[src/rtl/mailbox_aperture.sv]
module mailbox_aperture #(
  parameter int DWORDS = 8,
  parameter int DATA_W = 32,
  parameter int ADDR_W = 5
) (
  input  logic                          clk,
  input  logic                          rst_n,
  input  logic                          req_rst,
  input  logic                          rq_wr_en,
  input  logic                          rq_rd_en,
  input  logic [ADDR_W-1:0]             rq_addr,
  input  logic [DATA_W-1:0]             rq_wdata,
  output logic [DATA_W-1:0]             rq_rdata,
  output logic                          rq_rvalid,
  input  logic                          rs_wr_en,
  input  logic [$clog2(DWORDS)-1:0]     rs_wr_idx,
  input  logic [DATA_W-1:0]             rs_wdata,
  input  logic [$clog2(DWORDS)-1:0]     rs_rd_idx,
  output logic [DATA_W-1:0]             rs_rdata,
  input  logic                          rs_release,
  output logic                          rs_doorbell,
  output logic                          owner,
  output logic                          wr_err
);
  localparam int IDX_W   = $clog2(DWORDS);
  localparam int LSB     = $clog2(DATA_W / 8);
  localparam int LAST    = DWORDS - 1;
  localparam int OWN_BIT = DATA_W - 1;

  logic [DATA_W-1:0] mem [DWORDS];
  logic [IDX_W-1:0]  rq_idx;
  logic              rq_ok, rq_blocked, rs_hit_last, handoff;

  assign rq_idx      = rq_addr[LSB +: IDX_W];
  assign owner       = mem[LAST][OWN_BIT];
  assign rs_rdata    = mem[rs_rd_idx];
  assign rq_ok       = rq_wr_en && !req_rst && !owner;
  assign rq_blocked  = rq_wr_en && !req_rst && owner;
  assign rs_hit_last = rs_wr_en && (rs_wr_idx == IDX_W'(LAST));
  assign handoff     = rq_ok && (rq_idx == IDX_W'(LAST)) && !rs_hit_last;

  always_ff @(posedge clk or negedge rst_n) begin
    if (!rst_n) begin
      for (int i = 0; i < DWORDS; i++) mem[i] <= '0;
      rq_rdata    <= '0;
      rq_rvalid   <= 1'b0;
      rs_doorbell <= 1'b0;
      wr_err      <= 1'b0;
    end else begin
      rq_rvalid   <= rq_rd_en;
      rs_doorbell <= handoff;
      if (rq_rd_en) rq_rdata <= req_rst ? '1 : mem[rq_idx];
      if (req_rst) begin
        for (int i = 0; i < DWORDS; i++) mem[i] <= '0;
        wr_err <= 1'b0;
      end else begin
        if (rq_blocked) wr_err <= 1'b1;
        for (int i = 0; i < DWORDS; i++) begin
          if (rs_wr_en && rs_wr_idx == IDX_W'(i)) begin
            if (i == LAST)
              mem[i] <= {mem[i][OWN_BIT] & ~rs_release, rs_wdata[OWN_BIT-1:0]};
            else
              mem[i] <= rs_wdata;
          end else if (rq_ok && rq_idx == IDX_W'(i)) begin
            if (i == LAST)
              mem[i] <= {1'b1, rq_wdata[OWN_BIT-1:0]};
            else
              mem[i] <= rq_wdata;
          end else if (i == LAST && rs_release) begin
            mem[i][OWN_BIT] <= 1'b0;
          end
        end
      end
    end
  end
endmodule


[config.mk]
export PLATFORM = sky130hd
export DESIGN_NAME = mailbox_aperture
export DESIGN_NICKNAME = d
export VERILOG_FILES = /design/src/rtl/mailbox_aperture.sv
export SDC_FILE = /design/constraint.sdc
export NUM_CORES = 1
export LEC_CHECK = 0
export BUFFER_PORTS_ARGS = -buffer_cell sky130_fd_sc_hd__buf_4
export CORE_ASPECT_RATIO = 1.4
export CORE_MARGIN = 4
export CORE_UTILIZATION = 55
export CTS_BUF_LIST = sky130_fd_sc_hd__clkbuf_16
export CTS_CLUSTER_DIAMETER = 60
export DETAILED_ROUTE_END_ITERATION = 8
export PLACE_DENSITY = 0.75
export SKIP_LAST_GASP = 1
export SYNTH_ARGS = -nofsm -noshare
export SYNTH_HDL_FRONTEND = slang
export SYNTH_SLANG_ARGS = --single-unit
[constraint.sdc]
create_clock -name clk -period 2.4 [get_ports clk]
set_input_delay 0.48 -clock clk [delete_from_list [all_inputs] [get_ports clk]]
set_output_delay 0.48 -clock clk [all_outputs]
set_load 0.01 [all_outputs]
==> results.md <==
* Num CTS Buffers at 30
* Failing checks: setup timing
* Critical path peak fanout at 2
* Final WL at 64980 um
* Mapped Cells at 1925
* Initial antenna violation count at 4
* Syn Nets at 2007
* Nets@finish at 2071
* Number of global-route vias before repair at 17460
* Synth top area share at 0.4126
* Number of max-cap violations at 0
* Row cnt at 77
* Via density at 7.185
* Tcrit/Tclk final at 1.010
* Die Ht at 219.9 um
* CP peak stage delay at 470 ps
* Port Buffers at 147
* Fin crit period at 2424 ps
* Synth warn at 0
* Die X at 159.4 um
* Worst-Margin Slew at 1086 ps
* Final setup fails at 2
* Dominant cell type by area after synthesis: dfrtp_1
* Hold slack at 171.8 ps
* F_max at 412.5 MHz
* Gpl congestion at 0.8871
* Flops & latches, synth at 291
* Average wire per standard cell at 26.96 um
* Synth unique cells at 28
* Routed Antenna Nets at 0
* Tot Pwr at 11.88 mW
* Slew HR at 0.2760
* Area grow syn2layout at 17.93%
* Worst skew pair latency at 600 ps
* Routed met2 length at 29810 um
* Met3 wire length at 8294 um
* H-tree levels at 1
* Filler cells at 2473
* WL met1 at 21920 um
* Die area at 35060 um^2
* Clock root cell: clkbuf_16
* Hold Path Class: input port to flop
* Slew Limit Fails at 0
* Boundary pin count at 150
* Final hold vios at 0
* Clock-pin slew of the registers on the worst-case setup and hold paths at 60 ps
* Share of cells above drive strength 1 at 0.2127
* Crit path launch type: flop
* Crit-path slowest cell: mux4_2
* Sequential share of the synthesized area at 0.4126
* Avg Cell Area, Syn at 9.167 um^2
* Worst vdd ir at 626.2 uV
* Kind of critical path: flop to output port
* Cell Chain, Critical Path: mux4_2, mux2_4, buf_6
* CTS sink count at 291
* Uppermost layer routed: met5
* RSZ-0062 raised after global routing: yes
* CTS max path bufs at 3
* CTS tree: yes
* Lkg Pwr at 8.707 nW
* Area of the core at 31600 um^2
* Largest net degree at the start of global routing at 167
* Crit path DAT at 1940 ps
* Initial Util at 0.5584
* Post-DP HPWL at 38520 um
* Status: finished, violations left
* Setup Skew at 29.30 ps
* Critical path buffers and inverters at 1
* CP delay by family, top: multiplexers
* Initial DRC Count at 2358
* Vias at 17320
* Cell area after synthesis at 17650 um^2
* Global route overflow at 0
* CP required at 1920 ps
* Total track usage at 0.3626
* First-pass GRT wire length at 99770 um
* P per Cell Area at 571.0 nW/um^2
* First drt pass iteration count at 6
* Nature of the critical path endpoint: output port
* Post-route setup slack at -23.99 ps
* Synth area leaders: dfrtp_1 (41%), a311oi_1 (13%), nand2_1 (11%)
* DRC at 0
power by group:
part	switching (mW)	internal, mW	total (mW)
Sequential	0.184	5.15	5.33
Combinational	1.17	0.881	2.05
Clock	2.04	2.46	4.50
Total	3.39	8.49	11.9
final timing paths:
check	from	end	slack, ps	depth (start not counted)
min	rq_rd_en	rq_rvalid	170	1
max in group asynchronous	rst_n	mem[67]	1170	3
max	owner	rs_rdata[31]	-20	3
max reg2reg	owner	mem[213]	130	6
min in group asynchronous	rst_n	mem[36]	480	2
min reg2reg	rq_rdata[2]	rq_rdata[2]	500	1
cell usage after synthesis (all sizes together):
library cell / n
a21oi: 2
a22o: 32
nor4b: 1
nand2: 520
buf: 102
nor4bb: 1
mux2: 32
nor2: 266
nand2b: 3
a311oi: 255
nor3: 2
clkbuf: 143
nand4bb: 1
dfrtp: 291
or4b: 1
o22a: 32
nand3: 6
nor2b: 8
a221oi: 32
mux2i: 128
mux4: 64
and2: 2
nand4: 1
metal layers:
layer  global-route usage  vias up
met5                    0        -
met4               0.2495        2
met3              0.07877      365
met2               0.5728     1416
met1               0.4480     8436
li1                     -     7096
cells in the final DEF (no fill, tap or decap), types with 2 or more instances in the layout:
cell and instances:
a21oi_1 2, a221oi_1 32, a22o_1 32, a311oi_1 255, and2_1 2, buf_12 35
buf_16 2, buf_4 219, buf_6 17, buf_8 2, bufinv_16 2, clkbuf_16 31
clkinv_1 14, clkinv_2 2, dfrtp_1 290, diode_2 3, inv_1 6, mux2_2 17
mux2_4 15, mux2i_1 128, mux4_2 64, nand2_1 517, nand2_2 3, nand2b_1 3
nand3_1 2, nand3_2 4, nor2_1 259, nor2_4 6, nor2b_1 6, nor3_4 2
o22a_1 32
sequential cells by signal, summed over array words and instances (netlist names):
register,flops
owner,1
mem,255
rq_rvalid,1
wr_err,1
rs_doorbell,1
rq_rdata,32
worst register-to-register path: stages (launching register included):
cell      delay [ps]
dfrtp_2          460
buf_4            200
or4b_4           580
nor2_4           180
buf_4            290
nand2_1          100
a311oi_1         340
per-stage QoR:
| stage | setup slack, ps | std cells | utilization | cell area, um^2 | TNS [ps] |
|---|---|---|---|---|---|
| final | -23.99 | 2410 | 0.6586 | 20810 | -32.56 |
| after floorplan | -62.62 | 1925 | - | 17650 | -2003 |
| after global routing | -48.40 | 2410 | 0.6586 | 20810 | -190.8 |
| after CTS | -26.83 | 2394 | 0.6513 | 20580 | -43.51 |
| after detailed placement | -39.85 | 2313 | 0.6145 | 19420 | -147.8 |
| after global placement | -27.11 | 2313 | 0.6145 | 19420 | -111.0 |
cell type report:
| cell class | instances | area (um^2) | share of cell area |
|---|---|---|---|
| multi-input combinational | 1389 | 9458 | 0.4545 |
| sequential | 291 | 7283 | 0.3500 |
| timing repair buffer | 277 | 2656 | 0.1276 |
| clock buffer | 30 | 750.7 | 0.03607 |
| tap | 395 | 494.2 | 0.02375 |
| clock inverter | 25 | 161.4 | 0.007756 |
| antenna | 3 | 7.507 | 0.0003607 |
cell families (layout without fill, tap and decap cells):
| logic type | after synthesis | in the layout | share of synthesized area |
|---|---|---|---|
| flops | 291 | 291 | 0.4126 |
| buf+inv | 245 | 332 | 0.05991 |
| compound gates | 353 | 353 | 0.1748 |
| mux | 224 | 224 | 0.1747 |
| other cells | 0 | 3 | 0 |
| simple gates | 812 | 812 | 0.1780 |
timing repair:
item                                    CTS  global route
hold buffers                              1             0
buffers inserted                         24            12
resized for setup                        10            27
cloned                                    1             1
hold endpoints to repair                 59             0
endpoints found under the setup margin   16            24
Power figures use the tool's default switching activity.
